### src/rtl/tw_pkg.sv
package tw_pkg;
  typedef enum logic [1:0] {
    CH_IDLE = 2'd0,
    CH_LIVE = 2'd1,
    CH_VETO = 2'd2
  } ch_state_e;
endpackage

### src/rtl/tw_rst_sync.sv
module tw_rst_sync #(
  parameter int unsigned STAGES = 2
) (
  input  logic clk,
  input  logic arst_n,
  output logic srst_n
);
  logic [STAGES-1:0] chain_q;
  logic [STAGES-1:0] chain_d;

  always_comb begin
    chain_d = {chain_q[STAGES-2:0], 1'b1};
  end

  always_ff @(posedge clk or negedge arst_n) begin
    if (!arst_n) chain_q <= '0;
    else         chain_q <= chain_d;
  end

  assign srst_n = chain_q[STAGES-1];
endmodule

### src/rtl/tw_sync_bank.sv
module tw_sync_bank #(
  parameter int unsigned WIDTH  = 7,
  parameter int unsigned STAGES = 2
) (
  input  logic             clk,
  input  logic             rst_n,
  input  logic [WIDTH-1:0] din,
  output logic [WIDTH-1:0] dout
);
  logic [WIDTH-1:0] stage_q [STAGES];

  always_ff @(posedge clk or negedge rst_n) begin
    if (!rst_n) begin
      for (int i = 0; i < STAGES; i++) stage_q[i] <= '0;
    end else begin
      stage_q[0] <= din;
      for (int i = 1; i < STAGES; i++) stage_q[i] <= stage_q[i-1];
    end
  end

  assign dout = stage_q[STAGES-1];
endmodule

### src/rtl/tw_chan_tracker.sv
module tw_chan_tracker
  import tw_pkg::*;
(
  input  logic clk,
  input  logic rst_n,
  input  logic lower_s,
  input  logic upper_s,
  input  logic inhibit_s,
  output logic strobe_o
);
  ch_state_e state_q, state_d;
  logic      strobe_q, strobe_d;

  always_comb begin
    state_d  = state_q;
    strobe_d = 1'b0;
    unique case (state_q)
      CH_IDLE: begin
        if (lower_s) state_d = (upper_s || inhibit_s) ? CH_VETO : CH_LIVE;
      end
      CH_LIVE: begin
        if (!lower_s) begin
          state_d  = CH_IDLE;
          strobe_d = !(upper_s || inhibit_s);
        end else if (upper_s || inhibit_s) begin
          state_d = CH_VETO;
        end
      end
      CH_VETO: begin
        if (!lower_s) state_d = CH_IDLE;
      end
      default: state_d = CH_IDLE;
    endcase
  end

  always_ff @(posedge clk or negedge rst_n) begin
    if (!rst_n) begin
      state_q  <= CH_IDLE;
      strobe_q <= 1'b0;
    end else begin
      state_q  <= state_d;
      strobe_q <= strobe_d;
    end
  end

  assign strobe_o = strobe_q;


  strobe_after_fall_chk: assert property (@(posedge clk) disable iff (!rst_n)
    strobe_q |-> (!$past(lower_s) && $past(lower_s, 2)));


  no_strobe_upper_chk: assert property (@(posedge clk) disable iff (!rst_n)
    strobe_q |-> !$past(upper_s));


  no_strobe_inhibit_chk: assert property (@(posedge clk) disable iff (!rst_n)
    $past(inhibit_s) |-> !strobe_q);


  veto_holds_chk: assert property (@(posedge clk) disable iff (!rst_n)
    (state_q == CH_VETO && lower_s) |=> (state_q == CH_VETO));


  single_cycle_chk: assert property (@(posedge clk) disable iff (!rst_n)
    strobe_q |=> !strobe_q);
endmodule

### src/rtl/tri_window_disc.sv
module tri_window_disc #(
  parameter int unsigned N_CH        = 3,
  parameter int unsigned SYNC_STAGES = 2
) (
  input  logic            clk,
  input  logic            rst_n,
  input  logic [N_CH-1:0] lower_cmp_i,
  input  logic [N_CH-1:0] upper_cmp_i,
  input  logic            inhibit_i,
  output logic [N_CH-1:0] strobe_o
);
  localparam int unsigned SYNC_W = 2 * N_CH + 1;

  logic              srst_n;
  logic [SYNC_W-1:0] raw_bus;
  logic [SYNC_W-1:0] sync_bus;
  logic [N_CH-1:0]   lower_s;
  logic [N_CH-1:0]   upper_s;
  logic              inhibit_s;

  tw_rst_sync #(.STAGES(2)) u_rst (
    .clk    (clk),
    .arst_n (rst_n),
    .srst_n (srst_n)
  );

  assign raw_bus = {inhibit_i, upper_cmp_i, lower_cmp_i};

  tw_sync_bank #(.WIDTH(SYNC_W), .STAGES(SYNC_STAGES)) u_sync (
    .clk   (clk),
    .rst_n (srst_n),
    .din   (raw_bus),
    .dout  (sync_bus)
  );

  assign lower_s   = sync_bus[N_CH-1:0];
  assign upper_s   = sync_bus[2*N_CH-1:N_CH];
  assign inhibit_s = sync_bus[SYNC_W-1];

  for (genvar c = 0; c < N_CH; c++) begin : g_ch
    tw_chan_tracker u_trk (
      .clk       (clk),
      .rst_n     (srst_n),
      .lower_s   (lower_s[c]),
      .upper_s   (upper_s[c]),
      .inhibit_s (inhibit_s),
      .strobe_o  (strobe_o[c])
    );
  end


  reset_quiet_chk: assert property (@(posedge clk)
    !srst_n |-> (strobe_o == '0));
endmodule

### config.mk
export PLATFORM = sky130hd
export DESIGN_NAME = tri_window_disc
export DESIGN_NICKNAME = d
export VERILOG_FILES = /design/src/rtl/tw_pkg.sv /design/src/rtl/tw_rst_sync.sv /design/src/rtl/tw_sync_bank.sv /design/src/rtl/tw_chan_tracker.sv /design/src/rtl/tri_window_disc.sv
export SDC_FILE = /design/constraint.sdc
export NUM_CORES = 1
export LEC_CHECK = 0
export BUFFER_PORTS_ARGS = -buffer_cell sky130_fd_sc_hd__buf_4
export CAP_MARGIN = 20
export CORE_MARGIN = 3
export CORE_UTILIZATION = 50
export DETAILED_ROUTE_END_ITERATION = 12
export HOLD_SLACK_MARGIN = 0.08
export PLACE_DENSITY_LB_ADDON = 0.05
export SYNTH_ARGS = -nofsm -noshare
export SYNTH_HDL_FRONTEND = slang
export SYNTH_HIERARCHICAL = 1
export SYNTH_SLANG_ARGS = --single-unit
### constraint.sdc
create_clock -name clk -period 0.8 [get_ports clk]
set_input_delay 0.08 -clock clk [delete_from_list [all_inputs] [get_ports clk]]
set_output_delay 0.08 -clock clk [all_outputs]
set_load 0.1 [all_outputs]
-- Yosys cells after proc, flatten, opt, wreduce, memory -nomap -nowiden
Cells that the tools add are included.
- register bits after elaboration: 25
- output and inout port bits: 3
- word-level logic and storage cells: 60
- input bits: 9
- mux-type cells: 24
- reduce and logical (&&, ||, !) cells: 12
- equal/unequal tests: 15
- operators by type and width (cell ; number):
    $mux W2 ; 15
    $pmux W2 S3 ; 3
    $ne A2 B2 Y1 const B ; 6
    $ne A3 B2 Y1 const B ; 3
    $reduce_and A3 Y1 ; 3
    $eq A2 B1 Y1 const B ; 3
    $eq A2 B2 Y1 const B ; 3
    $logic_not A2 Y1 ; 3
    $mux W1 ; 6
    $logic_not A1 Y1 ; 3
    $logic_or A1 B1 Y1 ; 3

-- Logic depth before layout (Yosys ltp)
Gate-level depths: netlist of the first run.
- depth in word-level cells: 4
- depth in mapped cells: 3
- depth with buffers taken out: 2

-- By module
The synthesis of the first run kept the hierarchy.
- modules (own cells, without submodules) (module ; instances ; area each (µm²) ; cells an instance ; sequential area each (µm²)):
    tw_sync_bank ; 1 ; 402.9 ; 21 ; 350.3
    tw_chan_tracker ; 3 ; 116.4 ; 9 ; 75.1
    tw_rst_sync ; 1 ; 53.8 ; 3 ; 50.0

-- Worst setup path before layout of the first run
Ideal clock, no wire load.
- path type: register to register
- from: reg u_sync.stage_q (netlist bit u_sync/dout[6])
- to: reg g_ch[0].u_trk.state_q[1]
- data required time: 0.680 ns
- data arrival time: 0.990 ns
- path slack: -0.310 ns
- stages on the path, launching flop included: 4
- library setup time: 0.120 ns
- period minus slack after synthesis: 1.110 ns
- buffers on the path: 1
- cell sequence: dfrtp_1 buf_4 or3_4 and3_1
- longest elaborated chain between the ends: 4
- elaborated cells on any way between the ends: 6
- classes of those cells: 1 x eq/ne; 3 x mux; 2 x reduce/logical
- RTL lines (what ; line ; source):
    start: declaration ; tw_sync_bank.sv:10 ; logic [WIDTH-1:0] stage_q [STAGES];
    $logic_or A1 B1 Y1 * ; tw_chan_tracker.sv:19, tw_chan_tracker.sv:25 ;
    $mux W2 (2 in a row) ; tw_chan_tracker.sv:19 ; if (lower_s) state_d = (upper_s || inhibit_s) ? CH_VETO : CH_LIVE;
    $pmux W2 S3 ; tw_chan_tracker.sv:17 ; unique case (state_q)
    end signal: assignment ; tw_chan_tracker.sv:41 ; state_q <= state_d;
    end: declaration ; tw_chan_tracker.sv:11 ; ch_state_e state_q, state_d;
Mark *: on every way between the ends. The rest lies on a longest branch, timed or not. The select of a mux whose other input is x is not followed.
A chain may end at the register's enable or synchronous reset.

-- Worst setup path after layout of the first run
- from: reg g_ch[2].u_trk.state_q[1]
- to: reg g_ch[2].u_trk.state_q[1]
- longest elaborated chain between the ends: 3
- elaborated cells on any way between the ends: 8
- classes of those cells: 5 x eq/ne; 1 x mux; 2 x reduce/logical
- RTL lines (what ; line):
    start: declaration ; tw_chan_tracker.sv:11
    start signal: assignment ; tw_chan_tracker.sv:41
    $eq A2 B1 Y1 (tied with other cells) ; tw_chan_tracker.sv:17
    $ne A3 B2 Y1 (no source line) / $ne A2 B2 Y1 (equally long branches) ; n/a
    $reduce_and A3 Y1 (no source line) ; n/a
Parallel ways exist; a longest one is shown, timed or not.

==> results of run 1 <==
[state kept, by name (all words and copies together) (netlist names)]
name / flops
u_sync/stage_q: 7
u_rst/chain_q: 2
g_ch.u_trk/state_q: 6
u_sync/dout: 7
g_ch.u_trk/strobe_o: 3
[cell usage after synthesis (all sizes together)]
| master | n |
|---|---|
| dfrtp | 25 |
| buf | 7 |
| and3 | 3 |
| inv | 3 |
| nand2 | 3 |
| nor2 | 3 |
| nor3b | 3 |
| or3 | 3 |
| conb | 1 |
[final cells by class]
class,count,share of cell area (%)
timing repair buffer,25,21.9
clock inverter,1,0.478
clock buffer,3,2.15
tap,15,1.79
inverter,3,1.08
multi-input combinational,16,12.5
sequential,25,60.1
[stage by stage]
step,hold slack (ns),TNS [ns],std cells,power (mW)
floorplan,-0.216,-2.06,51,1.44
global placement,-0.138,-1.48,72,1.46
detailed placement,-0.136,-1.81,72,1.47
CTS,0.145,-2.42,86,2.05
global route,0.171,-2.79,88,2.14
finish,0.138,-2.37,88,2.04
[routing by layer]
layer / share of wire, % / track usage [%]
met5: 0 / 0
met4: 1.5 / 6.82
met3: 4.5 / 3.52
met2: 51 / 21.4
met1: 43 / 15.3
[power by group through the flow]
stage / clock, mW / sequential [mW] / combinational (mW)
detailed placement: 0 / 1.38 / 0.0935
global route: 0.611 / 1.36 / 0.168
floorplan: 0 / 1.38 / 0.0593
global placement: 0 / 1.37 / 0.0876
finish: 0.530 / 1.35 / 0.153
CTS: 0.550 / 1.35 / 0.142
[placed cells by master (no fill, tap or decap)]
cell            n
dlygate4sd3_1   9
buf_8           2
nor2_2          2
dfrtp_1        22
or3_4           3
buf_4          13
nand2_1         3
conb_1          1
inv_1           3
and3_4          2
clkbuf_4        3
and3_1          1
clkinv_2        1
nor2_1          1
buf_6           1
nor3b_2         3
dfrtp_2         3
[kinds of logic (layout without fill, tap and decap cells)]
group | count (synthesis) | in the layout | synth area share (%)
other cells | 1 | 1 | 0.465
flops | 25 | 25 | 77.6
buf+inv | 10 | 32 | 7.92
simple gates | 15 | 15 | 14.0
[repair_timing]
item	in CTS	in global routing
endpoints found under the hold margin	9	0
pin swaps	3	0
setup buffers	1	2
endpoints found under the setup margin	12	12
gates resized for setup	8	1
hold buffers	9	0
[worst register-to-register path, cell delays in order (launching register included)]
cell and delay [ns]:
dfrtp_1 0.41, or3_4 0.39, and3_4 0.16
[final timing paths]
| check | start | to | slack (ns) | depth (start not counted) |
|---|---|---|---|---|
| max reg2reg | g_ch[2].u_trk/state_q[1]$_DFFE_PN0P_ | g_ch[2].u_trk/state_q[1]$_DFFE_PN0P_ | -0.25 | 2 |
| min | u_rst/chain_q[1]$_DFF_PN0_ | g_ch[2].u_trk/state_q[0]$_DFFE_PN0P_ | 0.14 | 0 |
| max in group asynchronous | rst_n | u_rst/chain_q[0]$_DFF_PN0_ | 0.04 | 3 |
| min reg2reg | u_rst/chain_q[1]$_DFF_PN0_ | g_ch[2].u_trk/state_q[0]$_DFFE_PN0P_ | 0.14 | 0 |
| min in group clk | u_sync/stage_q[13]$_DFF_PN0_ | u_sync/dout[6]$_DFF_PN0_ | 0.36 | 0 |
| max | g_ch[2].u_trk/state_q[1]$_DFFE_PN0P_ | g_ch[2].u_trk/state_q[1]$_DFFE_PN0P_ | -0.25 | 2 |
==> results.cfg, run 1 <==
[routing]
drt_iter0_markers = 0
via_per_inst = 4.66
ant_nets = 0
drc_errors = 0
vias = 410
wire_per_inst_um = 12.5
finalWirelength_um = 1100
dr.pass1.iters = 1

[worst_hold_path]
hold_path_class = flip-flop to asynchronous set/reset pin

[cts]
cts_tree = yes
clockBufferDepth = 2
clkTransAtPathRegs_ns = 0.12
root_buffer = clkbuf_4
cts_buffers = 3
h-tree-depth = 1
cts.sinks = 25
clk-insertion-delay-late_ns = 0.30

[timing]
fin_ws_ns = -0.252
period_share_pct = 131
maxSlewViolCount = 0
setup_viol = 12
hold_violations = 0
max_clock_freq_mhz = 951
rsz0062_at_grt = true
finClkSkew_ns = 0.000820
finalCriticalPeriod_ns = 1.05

[worst_setup_path]
crit_path_cell_trace = or3_4 -> and3_4
crit_type = flip-flop to flip-flop
critPathSlowestCell = dfrtp_1
worstPathArrival_ns = 1.26
path_buf_inv = 0
cp_top_family = simple AND/OR/NAND/NOR gates
cp_slowest_stage_delay_ns = 0.41
path_max_fanout = 3
startpoint_type = flip-flop
cp.required_ns = 1.01
end_kind = flip-flop

[placed_design]
placed_area_um2 = 873
place_hpwl_um = 705
dpl_worst_slack_ns = -0.260
globalplace.congestion = 0.629
io_buffer_count = 11

[yosys]
syn_area_per_cell_um2 = 15.8
synthCells = 51
synth_cell_types = 9
yosys.area.top_type = dfrtp_1
synthTopCellsByArea = dfrtp_1, buf_4, nor3b_2
synth_top_area_share_pct = 77.6
synth-seq-cells = 25
yosysWarnings = 6
syn_area_um2 = 806
yosysSeqAreaShare_pct = 77.6
syn-num-nets = 60

[power]
p_sw_uw = 431
switching_share_pct = 21.1
clkPwrFrac_pct = 26.0
combinationalPowerShare_pct = 7.5
vdd_drop_max_uv = 1480
power_density_nw_per_um2 = 1950
intPower_mw = 1.61
seqPwrFrac_pct = 66.5
leakagePower_nw = 0.491

[run]
cap_violations = 0

[global_routing]
grt_overflow_total = 0
grt_max_degree = 15
grt_pass1_wl_um = 1830
gr-usage-all-layers_pct = 13.0
grt_antenna_before_repair = 0
grt_pass1_vias = 426

[finish]
multi_input_area_um2 = 131
fillCellCount = 77
regArea_um2 = 629
antenna_cells = 0
syn_to_final_growth_pct = 30.0
drive_above_1_share_pct = 45.2
post-route-cell-area_um2 = 1050
utilization_pct = 74.9
finalNetCount = 83

[status]
outcome = complete, but fails checks
violations = setup timing

[die]
row_count = 13
die_x_um = 46.1
dieArea_um2 = 2130
pin_count = 12
die-height_um = 46.1
start_util_pct = 57.6
coreArea_um2 = 1400
No activity file was read; power rests on OpenSTA's default activity.
==> run 2, diff against run 1 <==
--- a/config.mk
+++ b/config.mk
@@ -5,6 +5,7 @@
 export SDC_FILE = /design/constraint.sdc
 export NUM_CORES = 1
 export LEC_CHECK = 0
+export ABC_AREA = 1
 export BUFFER_PORTS_ARGS = -buffer_cell sky130_fd_sc_hd__buf_4
 export CAP_MARGIN = 20
 export CORE_MARGIN = 3
==> run 2 against run 1 <==
  * The run still ends with setup timing left
  * Non-clock buffer count shrank 3
  * Synthesized cell count increased by 24%
  * Global-route usage is 1.2 points lower
  * Highest routed layer unchanged
  * Combinational power decreased by 7%
  * Largest cell class unchanged
  * First-iteration DRC count unchanged
  * Critical endpoint is now strobe_o[2]
  * Worst hold slack improved by 0.019 ns
  * Sequential power barely moved
  * Critical path depth decreased by 1
==> results.cfg, run 2 <==
[status]
outcome = complete, but fails checks
violations = setup timing

[yosys]
synth-seq-cells = 25
yosysWarnings = 6
synth_enable_flop_cells = 0
ys_top_cells_by_count = dfrtp_1, nand2_1, buf_4, inv_1, nor2_1
yosys.area.top_type = dfrtp_1
synth_cell_types = 8
synthTopCellsByArea = dfrtp_1, buf_4, nand2_1
yosysSeqAreaShare_pct = 77.6
syn_area_per_cell_um2 = 12.8
synth_top_area_share_pct = 77.6
synthCells = 63
syn_area_um2 = 806
synth_ff_type = dfrtp_1
synth_most_common_cell = dfrtp_1
syn-num-nets = 72
async_reset_ff_share_pct = 100

[cts]
root_buffer = clkbuf_4
h-tree-depth = 1
clk-insertion-delay-late_ns = 0.30
cts_buffers = 3
cts.sinks = 25
cts_tree = yes
clkTransAtPathRegs_ns = 0.13
clockBufferDepth = 2

[routing]
vias = 431
finalWirelength_um = 930
wire_per_inst_um = 9.59
met2_length_um = 481
dr.pass1.iters = 1
via_per_inst = 4.44
drt_iter0_markers = 0
highest_layer = met4
ant_nets = 0
wirelength_met1_um = 391
drc_errors = 0
dr_wl_met3_um = 47

[worst_setup_path]
crit_type = flip-flop to output port
critPathSlowestCell = dfrtp_2
worstPathArrival_ns = 0.90
path_max_fanout = 1
cp_top_family = flip-flops
end_kind = output port
rr_startpoint = u_sync/dout[6]$_DFF_PN0_
cp_slowest_stage_delay_ns = 0.43
cp.required_ns = 0.72
critPathLaunch = g_ch[2].u_trk/strobe_o$_DFF_PN0_
startpoint_type = flip-flop
crit_path_cell_trace = buf_8
path_buf_inv = 1

[finish]
final_cells = 97
drive_above_1_share_pct = 31.7
post-route-cell-area_um2 = 1020
finalNetCount = 92
final_common_cell = dfrtp_1
final_cell_mix = dfrtp_1, nand2_1, buf_4
utilization_pct = 72.8
antenna_cells = 0
syn_to_final_growth_pct = 26.4

[timing]
period_share_pct = 123
fin_setup_tns_ns = -0.556
finalCriticalPeriod_ns = 0.983
fin_ws_ns = -0.183
hold_violations = 0
rsz0062_at_grt = true
maxSlewViolCount = 0
max_clock_freq_mhz = 1020
setup_viol = 5
finClkSkew_ns = 0.00436
whs_ns = 0.157

[die]
coreArea_um2 = 1400
start_util_pct = 57.6
die_x_um = 46.1
row_count = 13
pin_count = 12
dieArea_um2 = 2130
die-height_um = 46.1

[power]
power_density_nw_per_um2 = 1980
leakagePower_nw = 0.495
vdd_drop_max_uv = 1230

[placed_design]
place_hpwl_um = 601
io_buffer_count = 11
placed_area_um2 = 873
dp.cells = 84
globalplace.congestion = 0.671

[run]
cap_violations = 0

[global_routing]
gr-usage-all-layers_pct = 11.8
grt_max_degree = 17
grt_pass1_vias = 438
grt_overflow_total = 0
grt_pass1_wl_um = 1710
grt_antenna_before_repair = 0

[worst_hold_path]
hold_path_class = flip-flop to asynchronous set/reset pin
run 2: final cells by class:
cell class,instances,area (um2)
sequential,25,629
clock buffer,3,22.5
fill,93,380
clock inverter,1,5.00
tap,15,18.8
inverter,6,22.5
multi-input combinational,25,114
timing repair buffer,22,206
run 2: what timing repair did:
item,CTS,global route
gates resized for setup,3,5
pin swaps,1,3
hold endpoints to repair,9,0
setup buffers,0,0
hold buffers,9,0
setup endpoints to repair,5,10
run 2: logic make-up after synthesis:
| group | count (synthesis) | share of synthesized area, % |
|---|---|---|
| other | 1 | 0.465 |
| AOI/OAI and AO/OA | 3 | 1.86 |
| and+or+nand+nor | 21 | 10.7 |
| buffers and inverters | 13 | 9.32 |
| DFF | 25 | 77.6 |
run 2: per-stage QoR:
stage | power [mW] | worst slack, ns
2_1_floorplan | 1.44 | 0.00704
3_3_place_gp | 1.47 | 0.0242
3_5_place_dp | 1.47 | 0.0162
4_1_cts | 2.03 | -0.192
5_1_grt | 2.12 | -0.219
6_report | 2.01 | -0.183
run 2: power by group:
group	leakage, nW	internal, mW	switching [mW]
combinational	0.177	0.0775	0.0659
sequential	0.301	1.32	0.0250
clock	0.0177	0.186	0.337
run 2: layer usage:
metal / track usage, % / up-vias
li1: - / 215
met1: 13.2 / 204
met2: 20.3 / 10
met3: 2.34 / 2
met4: 6.82 / 0
met5: 0 / -
run 2: final timing paths:
path	depth (start not counted)	slack, ns	end
max	1	-0.18	strobe_o[2]
max in group asynchronous	3	0.06	u_rst/chain_q[0]$_DFF_PN0_
min	1	0.16	u_sync/stage_q[12]$_DFF_PN0_
min in group clk	0	0.36	u_sync/dout[5]$_DFF_PN0_
min reg2reg	1	0.16	u_sync/stage_q[12]$_DFF_PN0_
max reg2reg	3	-0.01	g_ch[2].u_trk/state_q[0]$_DFFE_PN0P_
==> run 3, diff against run 2 <==
--- a/config.mk
+++ b/config.mk
@@ -6,10 +6,10 @@
 export NUM_CORES = 1
 export LEC_CHECK = 0
 export ABC_AREA = 1
-export BUFFER_PORTS_ARGS = -buffer_cell sky130_fd_sc_hd__buf_4
+export BUFFER_PORTS_ARGS = -buffer_cell sky130_fd_sc_hd__buf_2
 export CAP_MARGIN = 20
 export CORE_MARGIN = 3
-export CORE_UTILIZATION = 50
+export CORE_UTILIZATION = 47
 export DETAILED_ROUTE_END_ITERATION = 12
 export HOLD_SLACK_MARGIN = 0.08
 export PLACE_DENSITY_LB_ADDON = 0.05
==> constraint.sdc (replaced) <==
create_clock -name clk -period 0.9 [get_ports clk]
set_input_delay 0.09 -clock clk [delete_from_list [all_inputs] [get_ports clk]]
set_output_delay 0.09 -clock clk [all_outputs]
set_load 0.1 [all_outputs]
==> run 3 against run 2 <==
  * The run still ends with setup timing left
  * Combinational power down 24%
  * Clock skew up 0.0017 ns
  * Critical path depth unchanged
  * Clock power down 9.6%
  * Worst hold slack better by 0.064 ns
  * Final cell count unchanged
  * Die area up 5.5%
  * Critical endpoint is now strobe_o[0]
  * Largest cell class unchanged
==> results.cfg, run 3 (synthesized netlist as in run 2, its figures left out) <==
[worst_setup_path]
startpoint_type = flip-flop
cp_slowest_stage_delay_ns = 0.43
r2r_slack_ns = 0.09
cp_top_family = flip-flops
r2r_cells = 3
path_max_fanout = 1
end_kind = output port
worstPathArrival_ns = 0.91
crit_path_cell_trace = buf_12
cp.required_ns = 0.81
crit_type = flip-flop to output port
regToRegEndpoint = g_ch[2].u_trk/state_q[0]$_DFFE_PN0P_
rr_startpoint = u_sync/dout[6]$_DFF_PN0_
critPathSlowestCell = dfrtp_2
path_buf_inv = 1

[finish]
syn_to_final_growth_pct = 24.4
antenna_cells = 0
finalNetCount = 91
final_cell_mix = dfrtp_1, nand2_1, dlygate4sd3_1
final_common_cell = dfrtp_1
post-route-cell-area_um2 = 1000
drive_above_1_share_pct = 27.2

[global_routing]
grt_antenna_before_repair = 0
grt_pass1_vias = 481
grt_pass1_wl_um = 1690
grt_max_degree = 24
grt_overflow_total = 0
gr-usage-all-layers_pct = 11.2

[timing]
maxSlewViolCount = 0
finalCriticalPeriod_ns = 1.00
fin_ws_ns = -0.100
hold_violations = 0
rsz0062_at_grt = true
max_clock_freq_mhz = 1000
setup_viol = 3
period_share_pct = 111
finClkSkew_ns = 0.00602

[routing]
via_per_inst = 4.39
drc_errors = 0
ant_nets = 0
drt_iter0_markers = 5
dr.pass1.iters = 2
finalWirelength_um = 929
wire_per_inst_um = 9.58
vias = 426

[die]
coreArea_um2 = 1560
die-height_um = 47.4
die_x_um = 47.4
dieArea_um2 = 2250
pin_count = 12
start_util_pct = 51.7
row_count = 14

[placed_design]
placed_area_um2 = 885
io_buffer_count = 11
globalplace.congestion = 0.747
place_hpwl_um = 629

[cts]
post_cts_buffers = 0
root_buffer = clkbuf_4
cts_resized = 0
cts_buffers = 3
clkTransAtPathRegs_ns = 0.13
cts_tree = yes
clockBufferDepth = 2
h-tree-depth = 1
cts.sinks = 25
clk-insertion-delay-late_ns = 0.31

[power]
vdd_drop_max_uv = 1260
leakagePower_nw = 0.487
p_total_mw = 1.78
power_density_nw_per_um2 = 1770

[status]
outcome = complete, but fails checks
violations = setup timing

[run]
cap_violations = 0

[worst_hold_path]
hold_path_class = flip-flop to asynchronous set/reset pin
==> run 3: cell count changes in the layout (fill, tap and decap cells not counted), sizes merged <==
cell,delta
buf,-1
==> run 3: worst max path at each step <==
stage / start / to / slack, ns / cells after the start
3_5_place_dp: u_sync/dout[6]$_DFF_PN0_ / g_ch[2].u_trk/state_q[0]$_DFFE_PN0P_ / 0.11 / 3
5_1_grt: g_ch[0].u_trk/strobe_o$_DFF_PN0_ / strobe_o[0] / -0.14 / 1
2_1_floorplan: u_rst/chain_q[1]$_DFF_PN0_ / g_ch[0].u_trk/strobe_o$_DFF_PN0_ / 0.11 / 0
4_1_cts: g_ch[0].u_trk/strobe_o$_DFF_PN0_ / strobe_o[0] / -0.12 / 1
6_report: g_ch[0].u_trk/strobe_o$_DFF_PN0_ / strobe_o[0] / -0.10 / 1
3_3_place_gp: u_sync/dout[6]$_DFF_PN0_ / g_ch[2].u_trk/strobe_o$_DFF_PN0_ / 0.13 / 3
==> run 3: what timing repair did <==
item / 4_1_cts / 5_1_grt
endpoints found under the setup margin: 3 / 3
hold buffers: 9 / 0
endpoints found under the hold margin: 9 / 0
==> run 3: worst reg2reg max path: stages (launching register included) <==
cell and delay [ns]:
dfrtp_1 0.44, nor2_2 0.14, nand2_1 0.08, nor2_1 0.09
==> run 3: metrics by stage <==
step	util (%)	cells	hold slack, ns	setup WS, ns	setup TNS [ns]
finish	64.3	97	0.221	-0.100	-0.284
global route	64.3	97	0.263	-0.139	-0.399
CTS	64.3	97	0.231	-0.117	-0.337
detailed placement	56.7	84	-0.122	0.108	0
global placement	56.7	84	-0.124	0.129	0
floorplan	-	63	-0.206	0.107	0
==> run 3: area by class of cell <==
| type | count | area, um2 |
|---|---|---|
| flip-flops and latches | 25 | 629 |
| fillers | 112 | 557 |
| repair buffers | 21 | 198 |
| multi-input cells | 25 | 105 |
| clock buffers | 3 | 22.5 |
| inverters | 6 | 22.5 |
| well taps | 16 | 20.0 |
| clock inverters | 1 | 5.00 |
==> run 3: report_power, final <==
part           switching (mW)  internal [mW]
Combinational          0.0536         0.0559
Clock                   0.307          0.166
Sequential             0.0218           1.17
==> run 3: per-layer routing <==
metal | vias to the layer above | track usage (%) | routed length, um | part of all wire, %
met3 | 0 | 2.30 | 35 | 3.8
met2 | 11 | 20.3 | 461 | 50
met5 | - | 0 | 0 | 0
li1 | 216 | - | - | -
met1 | 199 | 11.0 | 431 | 46
met4 | 0 | 8.29 | 0 | 0
